`config.mk`:
```
export PLATFORM = sky130hd
export DESIGN_NAME = wake_irq_gen
export DESIGN_NICKNAME = d
export VERILOG_FILES = /design/src/rtl/wake_irq_pkg.sv /design/src/rtl/wk_sync.sv /design/src/rtl/wk_edge_chan.sv /design/src/rtl/wk_arm.sv /design/src/rtl/wk_stretch.sv /design/src/rtl/wake_irq_gen.sv
export SDC_FILE = /design/constraint.sdc
export NUM_CORES = 1
export LEC_CHECK = 0
export ABC_AREA = 1
export CAP_MARGIN = 20
export CORE_ASPECT_RATIO = 0.75
export CORE_MARGIN = 2
export CORE_UTILIZATION = 31
export DETAILED_ROUTE_END_ITERATION = 8
export SLEW_MARGIN = 20
export SYNTH_ARGS = -nofsm -noshare
export SYNTH_HDL_FRONTEND = slang
export SYNTH_SLANG_ARGS = --single-unit
```
`constraint.sdc`:
```
create_clock -name clk -period 1.91 [get_ports clk]
set_clock_uncertainty 0.15 [all_clocks]
set_input_delay 0.382 -clock clk [delete_from_list [all_inputs] [get_ports clk]]
set_output_delay 0.382 -clock clk [all_outputs]
set_load 0.005 [all_outputs]
```
`src/rtl/wake_irq_pkg.sv`:
```
package wake_irq_pkg;

    typedef enum logic {
        EDGE_ANY  = 1'b0,
        EDGE_FALL = 1'b1
    } edge_mode_e;

    localparam int SYNC_STAGES = 2;

    typedef struct packed {
        logic level;
        logic hit;
    } chan_obs_t;

    function automatic logic edge_hit(edge_mode_e mode, logic prev, logic cur);
        logic diff;
        diff = prev ^ cur;
        return (mode == EDGE_FALL) ? (diff & ~cur) : diff;
    endfunction

endpackage

```
`src/rtl/wk_sync.sv`:
```
module wk_sync #(
    parameter int WIDTH  = 4,
    parameter int STAGES = 2
) (
    input  logic             clk,
    input  logic [WIDTH-1:0] din,
    output logic [WIDTH-1:0] dout
);
    logic [STAGES-1:0][WIDTH-1:0] stg;

    always_ff @(posedge clk) begin
        stg[0] <= din;
    end

    for (genvar s = 1; s < STAGES; s++) begin : g_stage
        always_ff @(posedge clk) begin
            stg[s] <= stg[s-1];
        end
    end

    assign dout = stg[STAGES-1];
endmodule

```
`src/rtl/wk_edge_chan.sv`:
```
module wk_edge_chan
    import wake_irq_pkg::*;
#(
    parameter edge_mode_e MODE = EDGE_ANY
) (
    input  logic      clk,
    input  logic      armed,
    input  logic      level,
    output chan_obs_t obs
);
    logic prev_q;

    always_ff @(posedge clk) begin
        prev_q <= level;
    end

    always_comb begin
        obs.level = level;
        obs.hit   = armed & edge_hit(MODE, prev_q, level);
    end
endmodule

```
`src/rtl/wk_arm.sv`:
```
module wk_arm #(
    parameter int FILL = 2
) (
    input  logic clk,
    input  logic rst,
    output logic armed
);
    localparam int FW = $clog2(FILL + 1);

    logic [FW-1:0] fill_q;

    always_ff @(posedge clk) begin
        if (rst) begin
            fill_q <= '0;
        end else if (fill_q != FW'(FILL)) begin
            fill_q <= fill_q + FW'(1);
        end
    end

    assign armed = (fill_q == FW'(FILL));
endmodule

```
`src/rtl/wk_stretch.sv`:
```
module wk_stretch #(
    parameter int PULSE_CYCLES = 4
) (
    input  logic clk,
    input  logic rst,
    input  logic trig,
    output logic irq_n
);
    localparam int CW = $clog2(PULSE_CYCLES + 1);

    logic [CW-1:0] cnt_q;

    always_ff @(posedge clk) begin
        if (rst) begin
            cnt_q <= '0;
        end else if (trig) begin
            cnt_q <= CW'(PULSE_CYCLES);
        end else if (cnt_q != '0) begin
            cnt_q <= cnt_q - CW'(1);
        end
    end

    assign irq_n = (cnt_q == '0);
endmodule

```
`src/rtl/wake_irq_gen.sv`:
```
module wake_irq_gen
    import wake_irq_pkg::*;
#(
    parameter int N_ANY        = 2,
    parameter int N_FALL       = 2,
    parameter int PULSE_CYCLES = 4
) (
    input  logic              clk,
    input  logic              rst,
    input  logic [N_ANY-1:0]  any_in,
    input  logic [N_FALL-1:0] fall_in,
    output logic              irq_n
);
    localparam int N_CH = N_ANY + N_FALL;

    logic [N_CH-1:0] raw;
    logic [N_CH-1:0] lvl_sync;
    logic [N_CH-1:0] hits;
    logic            armed;
    logic            ev_any;
    chan_obs_t       obs [N_CH];

    assign raw = {fall_in, any_in};

    wk_sync #(.WIDTH(N_CH), .STAGES(SYNC_STAGES)) u_sync (
        .clk  (clk),
        .din  (raw),
        .dout (lvl_sync)
    );

    wk_arm #(.FILL(SYNC_STAGES)) u_arm (
        .clk   (clk),
        .rst   (rst),
        .armed (armed)
    );

    for (genvar ch = 0; ch < N_CH; ch++) begin : g_chan
        localparam edge_mode_e CH_MODE = (ch < N_ANY) ? EDGE_ANY : EDGE_FALL;
        wk_edge_chan #(.MODE(CH_MODE)) u_chan (
            .clk   (clk),
            .armed (armed),
            .level (lvl_sync[ch]),
            .obs   (obs[ch])
        );
        assign hits[ch] = obs[ch].hit;
    end

    assign ev_any = |hits;

    wk_stretch #(.PULSE_CYCLES(PULSE_CYCLES)) u_stretch (
        .clk   (clk),
        .rst   (rst),
        .trig  (ev_any),
        .irq_n (irq_n)
    );
endmodule

```
### After elaboration in Yosys (flattened, before gate mapping)

Cells that the tools add are included.

* bits in registers: 17
* input port bits: 6
* output and inout bits: 1
* word-level logic and storage cells: 32

* add/sub/neg operators: 2
* eq/ne operators: 2
* multiplexer cells: 2
* bitwise gates (word level): 12
* reductions and logical operators: 5

Operators with widths (count)
* 1-bit bitwise AND: 6
* 3-bit 2-to-1 mux: 2
* 5-bit OR reduction: 1
* 4-bit OR reduction: 1
* 1-bit XOR: 4
* 3-bit zero test: 1
* 3-bit nonzero test: 1
* 3-bit by 1-bit subtractor with 3-bit output (second input constant): 1
* 2-bit by 1-bit adder with 2-bit output (second input constant): 1
* 2-bit equality test (second input constant): 1
* 2-bit != test (second input constant): 1
* 1-bit inverter: 2
* 2-bit nonzero test: 1

### Depth between registers and ports, before layout

* word-level depth: 5
* gate-level depth with buffers: 8
* depth with buffers taken out: 8

### Cells and area by module

A second synthesis with hierarchy kept.

* cell total of the unflattened synthesis: 76
* area, all modules: 643.1 um^2

Modules (own cells, without submodules)
* wk_sync: times used 1, cells an instance 12, area each 190.2 um^2, seq. area each 160.2 um^2
* wk_stretch: times used 1, cells an instance 26, area each 175.2 um^2, seq. area each 60.1 um^2
* wk_arm: times used 1, cells an instance 15, area each 106.4 um^2, seq. area each 40.0 um^2
* wk_edge_chan (g_chan[0].u_chan ...): times used 2, cells an instance 6, area each 42.5 um^2, seq. area each 20.0 um^2
* wk_edge_chan (g_chan[2].u_chan ...): times used 2, cells an instance 4, area each 37.5 um^2, seq. area each 20.0 um^2
* wake_irq_gen: times used 1, cells an instance 3, area each 11.3 um^2, seq. area each 0.0 um^2

### Worst setup path before layout

No wires, ideal clock.

* path kind: flip-flop to flip-flop
* start point: reg u_stretch.cnt_q[0]
* end point: reg u_stretch.cnt_q[2]
* library setup time: 0.109 ns
* arrival time: 1.151 ns
* required time: 1.651 ns
* setup slack: 0.500 ns
* stages on the path, launching flop included: 8
* buffers on the path: 0
* clock period less this slack: 1.410 ns
* path through: dfxtp_1 -> inv_1 -> ha_1 -> ha_1 -> o21ai_0 -> nand4_1 -> nand2_1 -> inv_1

* longest elaborated chain between the ends: 3
* elaborated cells between the ends (all ways): 5
* classes of those cells: add/sub: 1; mux: 2; reduce/logical: 2

Ends and longest elaborated chain
* start, declared: RTL line wk_stretch.sv:11 `logic [CW-1:0] cnt_q;`
* start signal, assigned: RTL line wk_stretch.sv:17 `cnt_q <= CW'(PULSE_CYCLES);`
* start signal, assigned: RTL line wk_stretch.sv:19 `cnt_q <= cnt_q - CW'(1);`
* 3-bit by 1-bit subtractor with 3-bit output: RTL line wk_stretch.sv:19
* 3-bit 2-to-1 mux: RTL line wk_stretch.sv:18 `end else if (cnt_q != '0) begin`
* 3-bit 2-to-1 mux: RTL line wk_stretch.sv:16 `end else if (trig) begin`

Parallel ways exist; a longest one is shown, timed or not. The select of a mux whose other input is x is not followed.
A chain may end at the register's enable or synchronous reset.

### Worst setup path after layout

* start point: reg u_stretch.cnt_q[0]
* end point: out irq_n

* longest elaborated chain between the ends: 1

Ends and longest elaborated chain
* 3-bit zero test: RTL line wk_stretch.sv:23 `assign irq_n = (cnt_q == '0);`
* end, declared: RTL line wake_irq_gen.sv:12 `output logic irq_n`

No other way between the ends.

==> impl_metrics.tcl <==
set metrics [dict create \
    synth.avg_cell_area_sq_um 9.42 \
    final.period_utilization_pct 95.5 \
    synth_area_leaders "dfxtp_1 61%, inv_1 10%, ha_1 9.0%" \
    critical_path.startpoint_type "register" \
    insertion_delay_ns 0.29 \
    final-setup-viol-count 0 \
    power.switching_fraction_pct 29.5 \
    cp.required_ns 1.38 \
    placement.io_buffers 6 \
    timing.reg2reg.setup_slack_ns 0.34 \
    timing.critical_path.to_type "output pin" \
    routed-via-count 364 \
    total_die_area_sq_um 2150 \
    half_perimeter_wire_length_of_the_detailed_placement_result_um 489 \
    numClockSinks 17 \
    yosys.area.top_type "dfxtp_1" \
    grt_antenna_before_repair 0 \
    grt.busiest_layer "met2" \
    power_report.internal_total_uw 604 \
    post_route_cells_drive_above_1_share_pct 10.0 \
    io-pin-count 7 \
    synth_top_area_share_pct 61.3 \
    power.share.combinational_pct 28.1 \
    cts.htree.levels 1 \
    final_max_slew_viol_count 0 \
    crit_chain "inv_1 -> ha_1 -> ha_2 -> dlygate4sd2_1" \
    grt_pass1_vias 328 \
    clock_power_share_pct 21.8 \
    critical-path-max-stage-delay_ns 0.34 \
    power.leakage_nw 0.330 \
    clk_root_buffer_cell "clkbuf_4" \
    cpMaxStageDelayCell "dfxtp_2" \
    synthToLayoutAreaGrowth_pct 23.0 \
    worst_relative_slew_slack_pct 85.9 \
    yosysWarningCount 0 \
    fin_nets 81 \
    share_seq_of_total_power_pct 50.1 \
    largest_driver_fanout_on_the_critical_path 2 \
    nFillCells 177 \
    ff_latch_area_sq_um 342 \
    use_met2_pct 14.1 \
    synth_fp_nets 69 \
    place.gp.congestion 0.670 \
    dieHeight_um 40.7 \
    worst_hold_path_type "register to register" \
    gr-usage-met3_pct 5.47 \
    timing.final.hold_violations 0 \
    rsz0062_at_grt "false" \
    floorplan.initialDensity_pct 32.5 \
    total_net_switching_power_uw 253 \
    crit_arrival_ns 1.29 \
    multiInputGateArea_sq_um 161 \
    grt_first_pass_wirelength_um 1210 \
    critical_path_class "register to output pin" \
    cts_tree "built" \
    tns_ns 0 \
    cts-hold-fix-buffers 0 \
    max-vdd-ir-drop_v 0.000670 \
    antenna_cells_inserted 0 \
    grt_start_max_net_pins 12 \
    outcome "complete, no violations" \
    detailedRoute.firstIterationViolations 3 \
    routed_wirelength_um 638 \
    floorplan.rows 13 \
    worst_pin_slew_ns 0.210 \
    placeableCoreArea_sq_um 1710 \
    drtAntennaViolNets 0 \
    period_needed_ns 1.82 \
    synthesis.area_sq_um 556 \
    globalRoute.totalOverflow 0 \
    grt_util_all_layers_pct 8.50 \
    post_cts.repair.setup_buffers 0 \
    synth-seq-cells 17 \
    synthDistinctLibCells 10 \
    hold_slack_ns 0.185 \
    total_cts_buffers 3 \
    remaining_drc_errors 0 \
    drt_first_pass_iters 3 \
    cts-root-to-sink-buffers 2 \
    floorplan.die.width_um 52.9 \
    clk_transition_reported_paths_ns 0.10 \
    syn-instance-count 59 \
    cap_violations 0 \
    max_freq_mhz 548 \
    power_density_nw_per_um2 1260 \
    synth_sequential_area_ratio_pct 61.3 \
    route.detailed.vias_per_inst 3.96 \
    detail_route.wl_per_cell_um 6.93 \
    met1_usage_pct 8.69 \
]
[critical path, delay by kind of cell, from the launching register on]
kind                       cells  cell delay [ns]
DFF                            1             0.34
adders and majority gates      2             0.37
buffers and inverters          2             0.29
[stage by stage]
step                      utilization, %  power (mW)  instance area [sq um]  setup slack [ns]  cells
after global routing                40.0       0.933                    683           0.00964     92
final                               40.0       0.857                    683            0.0868     92
after CTS                           39.9       0.870                    681            0.0554     92
after floorplan                        -       0.602                    556             0.500     59
after detailed placement            38.1       0.687                    651             0.178     88
after global placement              38.1       0.678                    651             0.196     88
[area by class of cell]
cell class	count	share of cell area (%)
Inverter	15	8.24
Tap cell	22	4.03
Sequential cell	17	50.0
Clock inverter	1	1.10
Clock buffer	3	3.30
Timing Repair Buffer	7	9.71
Multi-Input combinational cell	27	23.6
[cell usage in the layout, fill, tap and decap left out]
master,n
ha_1,3
ha_2,1
nand3_1,4
dfxtp_1,16
xor2_1,1
dlygate4sd2_1,1
buf_4,1
clkdlybuf4s50_1,5
nand4_1,2
dfxtp_2,1
a21oi_1,3
inv_1,15
clkbuf_4,3
nand2_1,7
clkinvlp_4,1
o21ai_0,3
nor2_1,3
[state kept, by name, summed over array words and instances (netlist names)]
name and flops:
g_chan.u_chan.prev_q 4, u_stretch.cnt_q 3, u_arm.fill_q 2, u_sync.dout 4, u_sync.stg 4
[power by group through the flow]
stage	clock network [mW]	registers, mW	logic, mW
6_report	0.187	0.430	0.241
5_1_grt	0.216	0.436	0.281
4_1_cts	0.198	0.430	0.242
3_5_place_dp	0	0.437	0.249
3_3_place_gp	0	0.436	0.242
2_1_floorplan	0	0.433	0.169
[synthesized netlist by cell type (all sizes together)]
cell,n
a21oi,3
dfxtp,17
ha,4
inv,15
nand2,7
nand3,4
nand4,2
nor2,3
o21ai,3
xor2,1
[cells by family after synthesis]
logic type      count (synthesis)  synth area share [%]
flops                          17                  61.3
fa+ha+maj                       4                  9.01
buf+inv                        15                  10.1
compound gates                  6                  5.40
xor+xnor                        1                  1.58
simple gates                   16                  12.6
[layer usage]
| metal | vias to the layer above | part of all wire [%] |
|---|---|---|
| li1 | 201 | - |
| met1 | 156 | 51 |
| met2 | 7 | 42 |
| met3 | 0 | 6.4 |
| met4 | 0 | 0 |
| met5 | - | 0 |
[path summary, 6_finish.rpt]
kind | startpoint | endpoint | cells past startpoint
worst max register to register | u_stretch.cnt_q[0] | u_stretch.cnt_q[2] | 8
worst min register to register | u_sync.stg[0] | u_sync.dout[0] | 0
worst min-delay path | u_sync.stg[0] | u_sync.dout[0] | 0
worst max-delay path | u_stretch.cnt_q[0] | irq_n | 4
[what timing repair did]
item,in CTS,in global routing
gates cloned,0,0
endpoints found under the hold margin,0,0
gates resized for setup,2,1
setup endpoints to repair,1,1
No activity file was read; power rests on OpenSTA's default activity.
